**config.mk**
```make
export PLATFORM = sky130hd
export DESIGN_NAME = clkcfg_smbus_slave
export DESIGN_NICKNAME = d
export VERILOG_FILES = /design/src/rtl/clkcfg_pkg.sv /design/src/rtl/smb_sync_edge.sv /design/src/rtl/clkcfg_regs.sv /design/src/rtl/smb_link.sv /design/src/rtl/clkcfg_smbus_slave.sv
export SDC_FILE = /design/constraint.sdc
export NUM_CORES = 1
export LEC_CHECK = 0
export BUFFER_PORTS_ARGS = -buffer_cell sky130_fd_sc_hd__buf_4
export CORE_MARGIN = 1
export CORE_UTILIZATION = 60
export DETAILED_ROUTE_END_ITERATION = 10
export GPL_ROUTABILITY_DRIVEN = 0
export PLACE_DENSITY = 0.91
export SLEW_MARGIN = 20
export SYNTH_ARGS = -nofsm -noshare
export SYNTH_HDL_FRONTEND = slang
export SYNTH_HIERARCHICAL = 1
export SYNTH_SLANG_ARGS = --single-unit
```
**constraint.sdc**
```tcl
create_clock -name clk_i -period 3.06 [get_ports clk_i]
set_input_delay 0 -clock clk_i [delete_from_list [all_inputs] [get_ports clk_i]]
set_output_delay 0 -clock clk_i [all_outputs]
set_load 0.01 [all_outputs]
```
**src/rtl/clkcfg_pkg.sv**
```systemverilog
package clkcfg_pkg;
  typedef enum logic [2:0] {ST_IDLE, ST_RX, ST_RX_ACK, ST_TX, ST_TX_ACK} link_st_e;
  typedef enum logic [1:0] {K_ADDR, K_CMD, K_CNT, K_DATA} rx_kind_e;
  localparam int PTR_W = 7;
endpackage

```
**src/rtl/smb_sync_edge.sv**
```systemverilog
module smb_sync_edge #(
  parameter int SYNC_STAGES = 2
) (
  input  logic clk_i,
  input  logic rst_ni,
  input  logic scl_i,
  input  logic sda_i,
  output logic scl_o,
  output logic sda_o,
  output logic start_o,
  output logic stop_o,
  output logic rise_o,
  output logic fall_o
);
  logic [SYNC_STAGES-1:0] scl_sh, sda_sh;
  logic scl_d, sda_d;

  always_ff @(posedge clk_i or negedge rst_ni) begin
    if (!rst_ni) begin
      scl_sh <= '1;
      sda_sh <= '1;
      scl_d  <= 1'b1;
      sda_d  <= 1'b1;
    end else begin
      scl_sh <= {scl_sh[SYNC_STAGES-2:0], scl_i};
      sda_sh <= {sda_sh[SYNC_STAGES-2:0], sda_i};
      scl_d  <= scl_o;
      sda_d  <= sda_o;
    end
  end

  assign scl_o   = scl_sh[SYNC_STAGES-1];
  assign sda_o   = sda_sh[SYNC_STAGES-1];
  // data edges while clock stays high
  assign start_o = scl_o & scl_d & sda_d & ~sda_o;
  assign stop_o  = scl_o & scl_d & ~sda_d & sda_o;
  assign rise_o  = scl_o & ~scl_d;
  assign fall_o  = ~scl_o & scl_d;
endmodule

```
**src/rtl/clkcfg_regs.sv**
```systemverilog
module clkcfg_regs
  import clkcfg_pkg::*;
#(
  parameter int              N_RW        = 4,
  parameter logic [N_RW*8-1:0] RW_DEFAULTS = 32'h5AFF0B82,
  parameter logic [3:0]      REV_ID      = 4'h3
) (
  input  logic             clk_i,
  input  logic             rst_ni,
  input  logic             wr_en_i,
  input  logic [PTR_W-1:0] wr_addr_i,
  input  logic [7:0]       wr_data_i,
  input  logic [PTR_W-1:0] rd_addr_i,
  input  logic [3:0]       strap_i,
  output logic [7:0]       rd_data_o,
  output logic [N_RW*8-1:0] cfg_o
);
  localparam int STRAP_OFS = N_RW;
  localparam int ID_OFS    = N_RW + 1;

  logic [7:0] regs_q [N_RW];

  for (genvar g = 0; g < N_RW; g++) begin : g_reg
    always_ff @(posedge clk_i or negedge rst_ni) begin
      if (!rst_ni)                                     regs_q[g] <= RW_DEFAULTS[g*8 +: 8];
      else if (wr_en_i && wr_addr_i == PTR_W'(g))      regs_q[g] <= wr_data_i;
    end
    assign cfg_o[g*8 +: 8] = regs_q[g];
  end

  always_comb begin
    rd_data_o = 8'h00;
    for (int i = 0; i < N_RW; i++)
      if (rd_addr_i == PTR_W'(i)) rd_data_o = regs_q[i];
    if (rd_addr_i == PTR_W'(STRAP_OFS)) rd_data_o = {4'h0, strap_i};
    if (rd_addr_i == PTR_W'(ID_OFS))    rd_data_o = {4'b1000, REV_ID};
  end
endmodule

```
**src/rtl/smb_link.sv**
```systemverilog
module smb_link
  import clkcfg_pkg::*;
#(
  parameter logic [6:0] SLV_ADDR = 7'h69,
  parameter int         N_RD     = 6
) (
  input  logic             clk_i,
  input  logic             rst_ni,
  input  logic             sda_s_i,
  input  logic             start_i,
  input  logic             stop_i,
  input  logic             rise_i,
  input  logic             fall_i,
  input  logic [7:0]       rd_data_i,
  output logic [PTR_W-1:0] rd_addr_o,
  output logic             wr_en_o,
  output logic [PTR_W-1:0] wr_addr_o,
  output logic [7:0]       wr_data_o,
  output logic             sda_pull_o
);
  link_st_e   st;
  rx_kind_e   kind;
  logic [2:0] bitcnt;
  logic [7:0] shreg, wcnt;
  logic [PTR_W-1:0] ptr;
  logic       blk, cnt_pend, rd_go, got;
  logic [7:0] tx_byte;

  assign tx_byte   = cnt_pend ? 8'(N_RD) : rd_data_i;
  assign rd_addr_o = ptr;

  always_ff @(posedge clk_i or negedge rst_ni) begin
    if (!rst_ni) begin
      st <= ST_IDLE; kind <= K_ADDR; bitcnt <= '0; shreg <= '0; wcnt <= '0;
      ptr <= '0; blk <= 1'b0; cnt_pend <= 1'b0; rd_go <= 1'b0; got <= 1'b0;
      wr_en_o <= 1'b0; wr_addr_o <= '0; wr_data_o <= '0; sda_pull_o <= 1'b0;
    end else begin
      wr_en_o <= 1'b0;
      if (start_i) begin
        st <= ST_RX; kind <= K_ADDR; bitcnt <= '0; got <= 1'b0; sda_pull_o <= 1'b0;
      end else if (stop_i) begin
        st <= ST_IDLE; got <= 1'b0; sda_pull_o <= 1'b0;
      end else begin
        unique case (st)
          ST_RX: begin
            if (rise_i) begin
              shreg  <= {shreg[6:0], sda_s_i};
              bitcnt <= bitcnt + 3'd1;
              got    <= (bitcnt == 3'd7);
            end else if (fall_i && got) begin
              got <= 1'b0;
              sda_pull_o <= 1'b1;
              st <= ST_RX_ACK;
              unique case (kind)
                K_ADDR: begin
                  if (shreg[7:1] == SLV_ADDR) begin
                    rd_go <= shreg[0];
                    kind  <= K_CMD;
                  end else begin
                    sda_pull_o <= 1'b0;
                    st <= ST_IDLE;
                  end
                end
                K_CMD: begin
                  blk      <= ~shreg[7];
                  cnt_pend <= ~shreg[7];
                  ptr      <= shreg[7] ? shreg[6:0] : '0;
                  kind     <= shreg[7] ? K_DATA : K_CNT;
                end
                K_CNT: begin
                  wcnt <= shreg; cnt_pend <= 1'b0; kind <= K_DATA;
                end
                default: begin
                  if (!blk || wcnt != 8'd0) begin
                    wr_en_o <= 1'b1; wr_addr_o <= ptr; wr_data_o <= shreg;
                  end
                  if (blk && wcnt != 8'd0) wcnt <= wcnt - 8'd1;
                  ptr <= ptr + 7'd1;
                end
              endcase
            end
          end
          ST_RX_ACK: if (fall_i) begin
            bitcnt <= '0;
            if (rd_go) begin
              st <= ST_TX; shreg <= tx_byte; sda_pull_o <= ~tx_byte[7];
              if (cnt_pend) cnt_pend <= 1'b0; else ptr <= ptr + 7'd1;
            end else begin
              st <= ST_RX; sda_pull_o <= 1'b0;
            end
          end
          ST_TX: if (fall_i) begin
            if (bitcnt == 3'd7) begin
              sda_pull_o <= 1'b0; st <= ST_TX_ACK;
            end else begin
              bitcnt <= bitcnt + 3'd1;
              shreg  <= {shreg[6:0], 1'b0};
              sda_pull_o <= ~shreg[6];
            end
          end
          ST_TX_ACK: begin
            if (rise_i) begin
              if (sda_s_i) st <= ST_IDLE;
              else got <= 1'b1;
            end else if (fall_i && got) begin
              got <= 1'b0; bitcnt <= '0; st <= ST_TX;
              shreg <= tx_byte; sda_pull_o <= ~tx_byte[7];
              if (cnt_pend) cnt_pend <= 1'b0; else ptr <= ptr + 7'd1;
            end
          end
          default: ;
        endcase
      end
    end
  end
endmodule

```
**src/rtl/clkcfg_smbus_slave.sv**
```systemverilog
module clkcfg_smbus_slave
  import clkcfg_pkg::*;
#(
  parameter int                N_RW        = 4,
  parameter logic [N_RW*8-1:0] RW_DEFAULTS = 32'h5AFF0B82,
  parameter logic [3:0]        REV_ID      = 4'h3,
  parameter logic [6:0]        SLV_ADDR    = 7'h69,
  parameter int                SYNC_STAGES = 2
) (
  input  logic              clk_i,
  input  logic              rst_ni,
  input  logic              scl_i,
  input  logic              sda_i,
  output logic              sda_pull_o,
  input  logic [3:0]        strap_i,
  output logic [N_RW*8-1:0] cfg_o,
  output logic [3:0]        freq_sel_o
);
  localparam int N_RD = N_RW + 2;

  logic scl_s, sda_s, start_p, stop_p, rise_p, fall_p;
  logic wr_en;
  logic [PTR_W-1:0] wr_addr, rd_addr;
  logic [7:0] wr_data, rd_data;

  smb_sync_edge #(.SYNC_STAGES(SYNC_STAGES)) u_sync (
    .clk_i, .rst_ni, .scl_i, .sda_i,
    .scl_o(scl_s), .sda_o(sda_s), .start_o(start_p), .stop_o(stop_p),
    .rise_o(rise_p), .fall_o(fall_p)
  );

  smb_link #(.SLV_ADDR(SLV_ADDR), .N_RD(N_RD)) u_link (
    .clk_i, .rst_ni, .sda_s_i(sda_s), .start_i(start_p), .stop_i(stop_p),
    .rise_i(rise_p), .fall_i(fall_p), .rd_data_i(rd_data), .rd_addr_o(rd_addr),
    .wr_en_o(wr_en), .wr_addr_o(wr_addr), .wr_data_o(wr_data), .sda_pull_o
  );

  clkcfg_regs #(.N_RW(N_RW), .RW_DEFAULTS(RW_DEFAULTS), .REV_ID(REV_ID)) u_regs (
    .clk_i, .rst_ni, .wr_en_i(wr_en), .wr_addr_i(wr_addr), .wr_data_i(wr_data),
    .rd_addr_i(rd_addr), .strap_i, .rd_data_o(rd_data), .cfg_o
  );

  // offset 0: bit 3 override, bits 7:4 code
  assign freq_sel_o = cfg_o[3] ? cfg_o[7:4] : strap_i;
endmodule

```
=== After elaboration in Yosys (flattened, before gate mapping) ===
Index checks and enable logic that the tools add are counted.

* Register bits after elaboration: 90
* Input bits: 8
* Output and inout bits: 37
* Word-level logic and storage cells: 220

* Add/sub/neg operators: 3
* Eq/ne operators: 46
* Mux-type cells: 94
* Bitwise operators: 19
* Reduce and logical (&&, ||, !) cells: 36

{| class="wikitable"
|+ Operators with widths
! operator !! number
|-
| 8-bit 2-to-1 mux || 15
|-
| 3-bit 2-to-1 mux || 19
|-
| 7-bit 2-to-1 mux || 8
|-
| 1-bit 2-to-1 mux || 32
|-
| 8-bit one-hot mux with 4 select lines || 1
|-
| 10-bit AND reduction || 3
|-
| 7-bit by 2-bit == test with 1-bit output, second input constant || 4
|-
| 7-bit AND reduction || 4
|-
| 3-bit one-hot mux with 4 select lines || 2
|-
| 7-bit one-hot mux with 3 select lines || 1
|-
| 4-bit by 3-bit inequality test with 1-bit output, second input constant || 5
|-
| 2-bit 2-to-1 mux || 8
|-
| 8-bit one-hot mux with 2 select lines || 1
|-
| 8-bit AND reduction || 2
|-
| 7-bit by 1-bit == test with 1-bit output, second input constant || 2
|-
| 7-bit by 3-bit == test with 1-bit output, second input constant || 2
|-
| 7-bit zero test || 2
|-
| 2-bit inequality test, second input constant || 7
|-
| 7-bit one-hot mux with 2 select lines || 1
|-
| 3-bit by 2-bit inequality test with 1-bit output, second input constant || 4
|-
| 1-bit inverter || 12
|-
| 6-bit AND reduction || 2
|-
| 4-bit nonzero test || 3
|-
| 2-bit by 1-bit inequality test with 1-bit output, second input constant || 5
|-
| other kinds (32) || 53
|}

=== Depth between registers and ports, before layout ===
* Word-level depth: 14
* Mapped depth: 8
* Mapped depth without buffers: 6

=== Modules after synthesis ===
Netlist, hierarchy kept.

{| class="wikitable"
|+ By module, submodules not included
! module !! times used !! cells each !! area each (um^2) !! seq. area each (um^2)
|-
| smb_link || 1 || 321 || 3368.2 || 1301.2
|-
| clkcfg_regs || 1 || 121 || 1642.8 || 822.0
|-
| smb_sync_edge || 1 || 10 || 192.7 || 157.7
|-
| clkcfg_smbus_slave || 1 || 4 || 45.0 || 0.0
|}

=== Least setup slack after synthesis ===
No wires, ideal clock.

* Kind: flip-flop to flip-flop
* Start point: reg u_sync.sda_d
* End point: reg u_link.wr_addr_o[0]
* Library setup time: 0.125 ns
* Arrival time: 2.044 ns
* Data required time: 2.935 ns
* Path slack: 0.891 ns
* Stages on the path, launching flop included: 9
* Path buffers: 3
* Period minus slack after synthesis: 2.169 ns
* Path through: dfstp_2 -> and4b_1 -> or2_1 -> buf_2 -> nor3_2 -> and3_1 -> buf_6 -> buf_12 -> mux2_4

* Cells in the longest elaborated chain, start to end: 5
* Elaborated cells on any way between the ends: 8
* Classes of those cells: bitwise (7); reduce/logical (1)

{| class="wikitable"
|+ Ends and longest elaborated chain
! what !! RTL line !! text
|-
| from (decl) || smb_sync_edge.sv:16 || <nowiki>logic scl_d, sda_d;</nowiki>
|-
| from (signal assigned) || smb_sync_edge.sv:28 || <nowiki>sda_d <= sda_o;</nowiki>
|-
| 1-bit inverter || smb_sync_edge.sv:36 || <nowiki>assign stop_o = scl_o & scl_d & ~sda_d & sda_o;</nowiki>
|-
| 1-bit bitwise AND (2 in a row) || smb_sync_edge.sv:36 ||
|-
| via stop_p || clkcfg_smbus_slave.sv:21 || <nowiki>logic scl_s, sda_s, start_p, stop_p, rise_p, fall_p;</nowiki>
|-
| 1-bit inverter (no source line) || n/a ||
|-
| 7-bit AND reduction (no source line) || n/a ||
|-
| to (signal assigned) || smb_link.sv:36 || <nowiki>wr_en_o <= 1'b0; wr_addr_o <= '0; wr_data_o <= '0; sda_pull_o <= 1'b0;</nowiki>
|-
| to (signal assigned) || smb_link.sv:75 || <nowiki>wr_en_o <= 1'b1; wr_addr_o <= ptr; wr_data_o <= shreg;</nowiki>
|-
| to (decl) || smb_link.sv:17 || <nowiki>output logic [PTR_W-1:0] wr_addr_o,</nowiki>
|}

The timed path passes the listed nets, and every way through them passes these cells.
A chain may end at the register's enable or synchronous reset.

=== Worst setup path in the final report ===
* Start point: reg u_link.st[0]
* End point: reg u_link.ptr[0], in the netlist u_link/rd_addr_o[0]

* Cells in the longest elaborated chain, start to end: 3
* Elaborated cells on any way between the ends: 13
* Classes of those cells: eq/ne (10); mux (1); reduce/logical (2)

{| class="wikitable"
|+ Ends and longest elaborated chain
! what !! RTL line !! text
|-
| from (decl) || smb_link.sv:21 || <nowiki>link_st_e st;</nowiki>
|-
| from (signal assigned) || smb_link.sv:34 || <nowiki>st <= ST_IDLE; kind <= K_ADDR; bitcnt <= '0; shreg <= '0; wcnt <= '0;</nowiki>
|-
| from (signal assigned) || smb_link.sv:40 || <nowiki>st <= ST_RX; kind <= K_ADDR; bitcnt <= '0; got <= 1'b0; sda_pull_o <= 1'b0;</nowiki>
|-
| from (signal assigned) || smb_link.sv:42 || <nowiki>st <= ST_IDLE; got <= 1'b0; sda_pull_o <= 1'b0;</nowiki>
|-
| 3-bit by 1-bit == test with 1-bit output, or another cell as far along || smb_link.sv:44 || <nowiki>unique case (st)</nowiki>
|-
| 2-bit inequality test (no source line), or another cell as far along || n/a ||
|-
| 10-bit AND reduction (no source line) || n/a ||
|-
| to (signal assigned) || smb_link.sv:67 || <nowiki>ptr <= shreg[7] ? shreg[6:0] : '0;</nowiki>
|-
| to (signal assigned) || smb_link.sv:78 || <nowiki>ptr <= ptr + 7'd1;</nowiki>
|-
| to (decl) || smb_link.sv:25 || <nowiki>logic [PTR_W-1:0] ptr;</nowiki>
|}

Parallel ways exist; a longest one is shown, timed or not.

==> impl_metrics.py <==
metrics = {
    "outcome": {
        "status": "completed",
    },
    "cts": {
        "h-tree-depth": 3,
        "cts_buffers": 9,
        "cts.path.max_buffers": 2,
        "cts_tree": "done",
        "clkTransAtPathRegs_ns": 0.10,
        "cts.sinks": 90,
        "cts_root_buf": "clkbuf_8",
        "insertion_delay_ns": 0.37,
    },
    "die": {
        "fp-row-count": 33,
        "core_area_sq_um": 8341,
        "die_h_microns": 95.53,
        "ioPinCount": 45,
        "start_util_pct": 62.93,
        "die_w_microns": 95.53,
        "die_area_sq_um": 9126,
    },
    "worst_setup_path": {
        "reg2reg_slack_ns": 0.63,
        "worstRegToRegCells": 4,
        "start_kind": "register",
        "critPathMaxFanout": 16,
        "path_class": "reg -> reg",
        "path_cells": "nor3b_1 -> a211oi_2 -> nor3_4 -> mux2_1",
        "required_ns": 3.31,
        "cp_slowest_cell": "dfrtp_1",
        "worstReg2RegEnd": "u_link/rd_addr_o[0]",
        "max_stage_delay_ns": 0.67,
        "rr_startpoint": "u_link/st[0]",
        "critPathLaunch": "u_link/st[0]",
        "arrival_ns": 2.68,
        "crit_path_end_kind": "register",
    },
    "synthesis": {
        "ys_ff_latch": 90,
        "syn_nets": 473,
        "netlist_area_sq_um": 5249,
        "yosys_warnings": 6,
        "async_flop_share_pct": 100.0,
        "synth_cell_types": 83,
        "ys_seq_area_share_pct": 43.46,
        "syn_area_per_cell_sq_um": 11.51,
        "syn_inst": 456,
        "synth_ff_type": "dfrtp_1",
        "synth_edf_count": 0,
    },
    "final_layout": {
        "final_cell_mix": "dfrtp_1 (67), buf_4 (56), mux2_2 (45)",
        "mostFrequentLayoutCell": "dfrtp_1",
        "areaGrowthSynthToFinish_pct": 12.25,
        "utilization_pct": 70.64,
        "diodes": 0,
        "nets": 519,
        "stdcell_area_sq_um": 5892,
        "layout-drive-gt1-share_pct": 36.69,
    },
    "routing": {
        "num_vias": 4012,
        "vias_per_cell": 6.556,
        "drt-pass1-iter-count": 5,
        "wl_per_cell_microns": 20.45,
        "drc": 0,
        "finalWirelength_microns": 12520,
        "drt_iter0_drc": 424,
        "ant_nets": 0,
    },
    "power_and_ir_drop": {
        "p_leak_nw": 2.556,
        "ir_worst_vdd_v": 0.0002701,
        "p_per_area_nw_per_um2": 391.6,
    },
    "global_routing": {
        "first_global_vias": 3881,
        "grt_max_degree": 64,
        "grt_usage_pct": 29.38,
        "antenna_found_initial": 0,
        "overflow": 0,
        "grt_pass1_wl_microns": 20110,
    },
    "timing": {
        "slew_viol_final": 0,
        "fin_crit_ns": 2.429,
        "tns_ns": 0,
        "rsz0062_at_grt": "false",
        "finClkSkew_ns": 0.01170,
        "tightest_slew_ns": 0.8530,
        "fin_crit_sh_pct": 79.38,
        "max_freq_mhz": 411.7,
        "finalHoldViolCount": 0,
        "setup_viol": 0,
        "relSlewSlack_pct": 42.93,
    },
    "min_path": {
        "hold_class": "in -> async",
    },
    "placed_design": {
        "port_buffers": 44,
        "dpl_cell_area_sq_um": 5644,
        "dp_hpwl_microns": 8726,
    },
    "flow_run": {
        "maxCapViolations": 0,
    },
}
cells by family after synthesis:
group	synth area share (%)
muxes	18.43
AOI/OAI and AO/OA	15.57
xor gates and xnor gates	0.6200
adders and majority gates	2.145
and+or+nand+nor	15.02
buffers and inverters	4.768
DFF	43.46
layer usage:
metal / global-route usage [%] / vias to the layer above / routed length (microns)
li1: - / 1810 / -
met1: 39.85 / 2034 / 5550
met2: 47.02 / 143 / 6079
met3: 4.545 / 25 / 627
met4: 12.31 / 0 / 260
met5: 0 / - / 0
report_power, final:
part	switching, mW	total, mW	internal [mW]	leakage (nW)
sequential	0.0508	1.27	1.22	1.16
combinational	0.0812	0.148	0.0667	1.29
clock	0.456	0.889	0.433	0.105
total	0.588	2.31	1.72	2.56
critical path, delay by kind of cell (launching register included):
| kind | cells | cell delay (ns) |
|---|---|---|
| flops | 1 | 0.67 |
| mux | 1 | 0.40 |
| compound gates | 1 | 0.27 |
| simple gates | 2 | 0.96 |
state kept, by name (all words and copies together), names as in the netlist:
signal and cells:
u_link/got 1, u_sync/scl_sh 2, u_link/wcnt 8, u_link/wr_data_o 8
u_sync/sda_sh 2, u_link/shreg 8, u_link/sda_pull_o 1, u_link/bitcnt 3
u_link/rd_addr_o 7, u_link/rd_go 1, u_sync/scl_d 1, u_link/wr_addr_o 7
u_link/cnt_pend 1, u_link/blk 1, u_link/kind 2, u_link/st 3
u_sync/sda_d 1, u_link/wr_en_o 1, u_regs/cfg_o 32
how the worst max path moves through the flow:
stage / endpoint / cells past startpoint
after global placement: u_link/wr_addr_o[3] / 6
final: u_link/rd_addr_o[0] / 4
after CTS: u_link/wr_data_o[7] / 6
after global routing: u_link/rd_addr_o[0] / 4
after floorplan: u_link/wr_addr_o[0] / 8
after detailed placement: u_link/wr_data_o[7] / 6
cell type report:
cell class | count | area (sq um)
timing repair buffer | 59 | 450.4
multi-input combinational | 317 | 2718
sequential | 90 | 2281
fill | 574 | 2449
tap | 105 | 131.4
clock inverter | 6 | 68.82
inverter | 25 | 93.84
clock buffer | 10 | 148.9
synthesized netlist by cell type, types with 3 or more instances:
master	count	share of area, %
buf_2	7	0.67
nor3b_1	9	1.3
nor2b_1	9	1.1
nor3_1	10	0.95
nand3_1	7	0.67
mux4_2	3	1.3
o31ai_1	5	0.72
o211ai_1	4	0.57
nor2_1	22	1.6
inv_1	23	1.6
and4_1	3	0.50
a21boi_0	3	0.43
nor4_1	4	0.48
a21o_1	3	0.43
ha_1	9	2.1
a31o_2	6	1.0
dfrtp_1	67	32
o21a_1	4	0.57
a31oi_1	4	0.48
nand4b_1	3	0.50
a2111oi_0	3	0.50
o2bb2ai_1	6	1.0
mux2i_1	16	3.1
dfstp_2	23	12
nand2_1	11	0.79
nand2b_1	5	0.60
a211oi_1	5	0.72
clkbuf_1	10	0.72
buf_6	5	1.1
mux2_2	45	9.7
and3_1	4	0.48
a21oi_1	21	2.0
nand3b_1	6	0.86
mux2_4	14	4.0
nand4_1	6	0.72
o21ai_0	8	0.76
through the flow:
| stage | hold slack (ns) | total power [mW] | instances | setup WS, ns |
|---|---|---|---|---|
| floorplan | -0.2956 | 1.355 | 456 | 0.8913 |
| global placement | 0.1079 | 1.422 | 593 | 0.7455 |
| detailed placement | 0.1091 | 1.429 | 593 | 0.7181 |
| CTS | 0.2609 | 2.316 | 612 | 0.6873 |
| global route | 0.2646 | 2.380 | 612 | 0.4939 |
| finish | 0.2330 | 2.307 | 612 | 0.6310 |
repair_timing:
| action | CTS | global route |
|---|---|---|
| setup buffers | 0 | 0 |
| setup endpoints to repair | 0 | 0 |
| hold buffers | 3 | 0 |
| endpoints found under the hold margin | 40 | 0 |
| resized for setup | 0 | 0 |
Note: power is estimated with default switching activity, not from simulation.
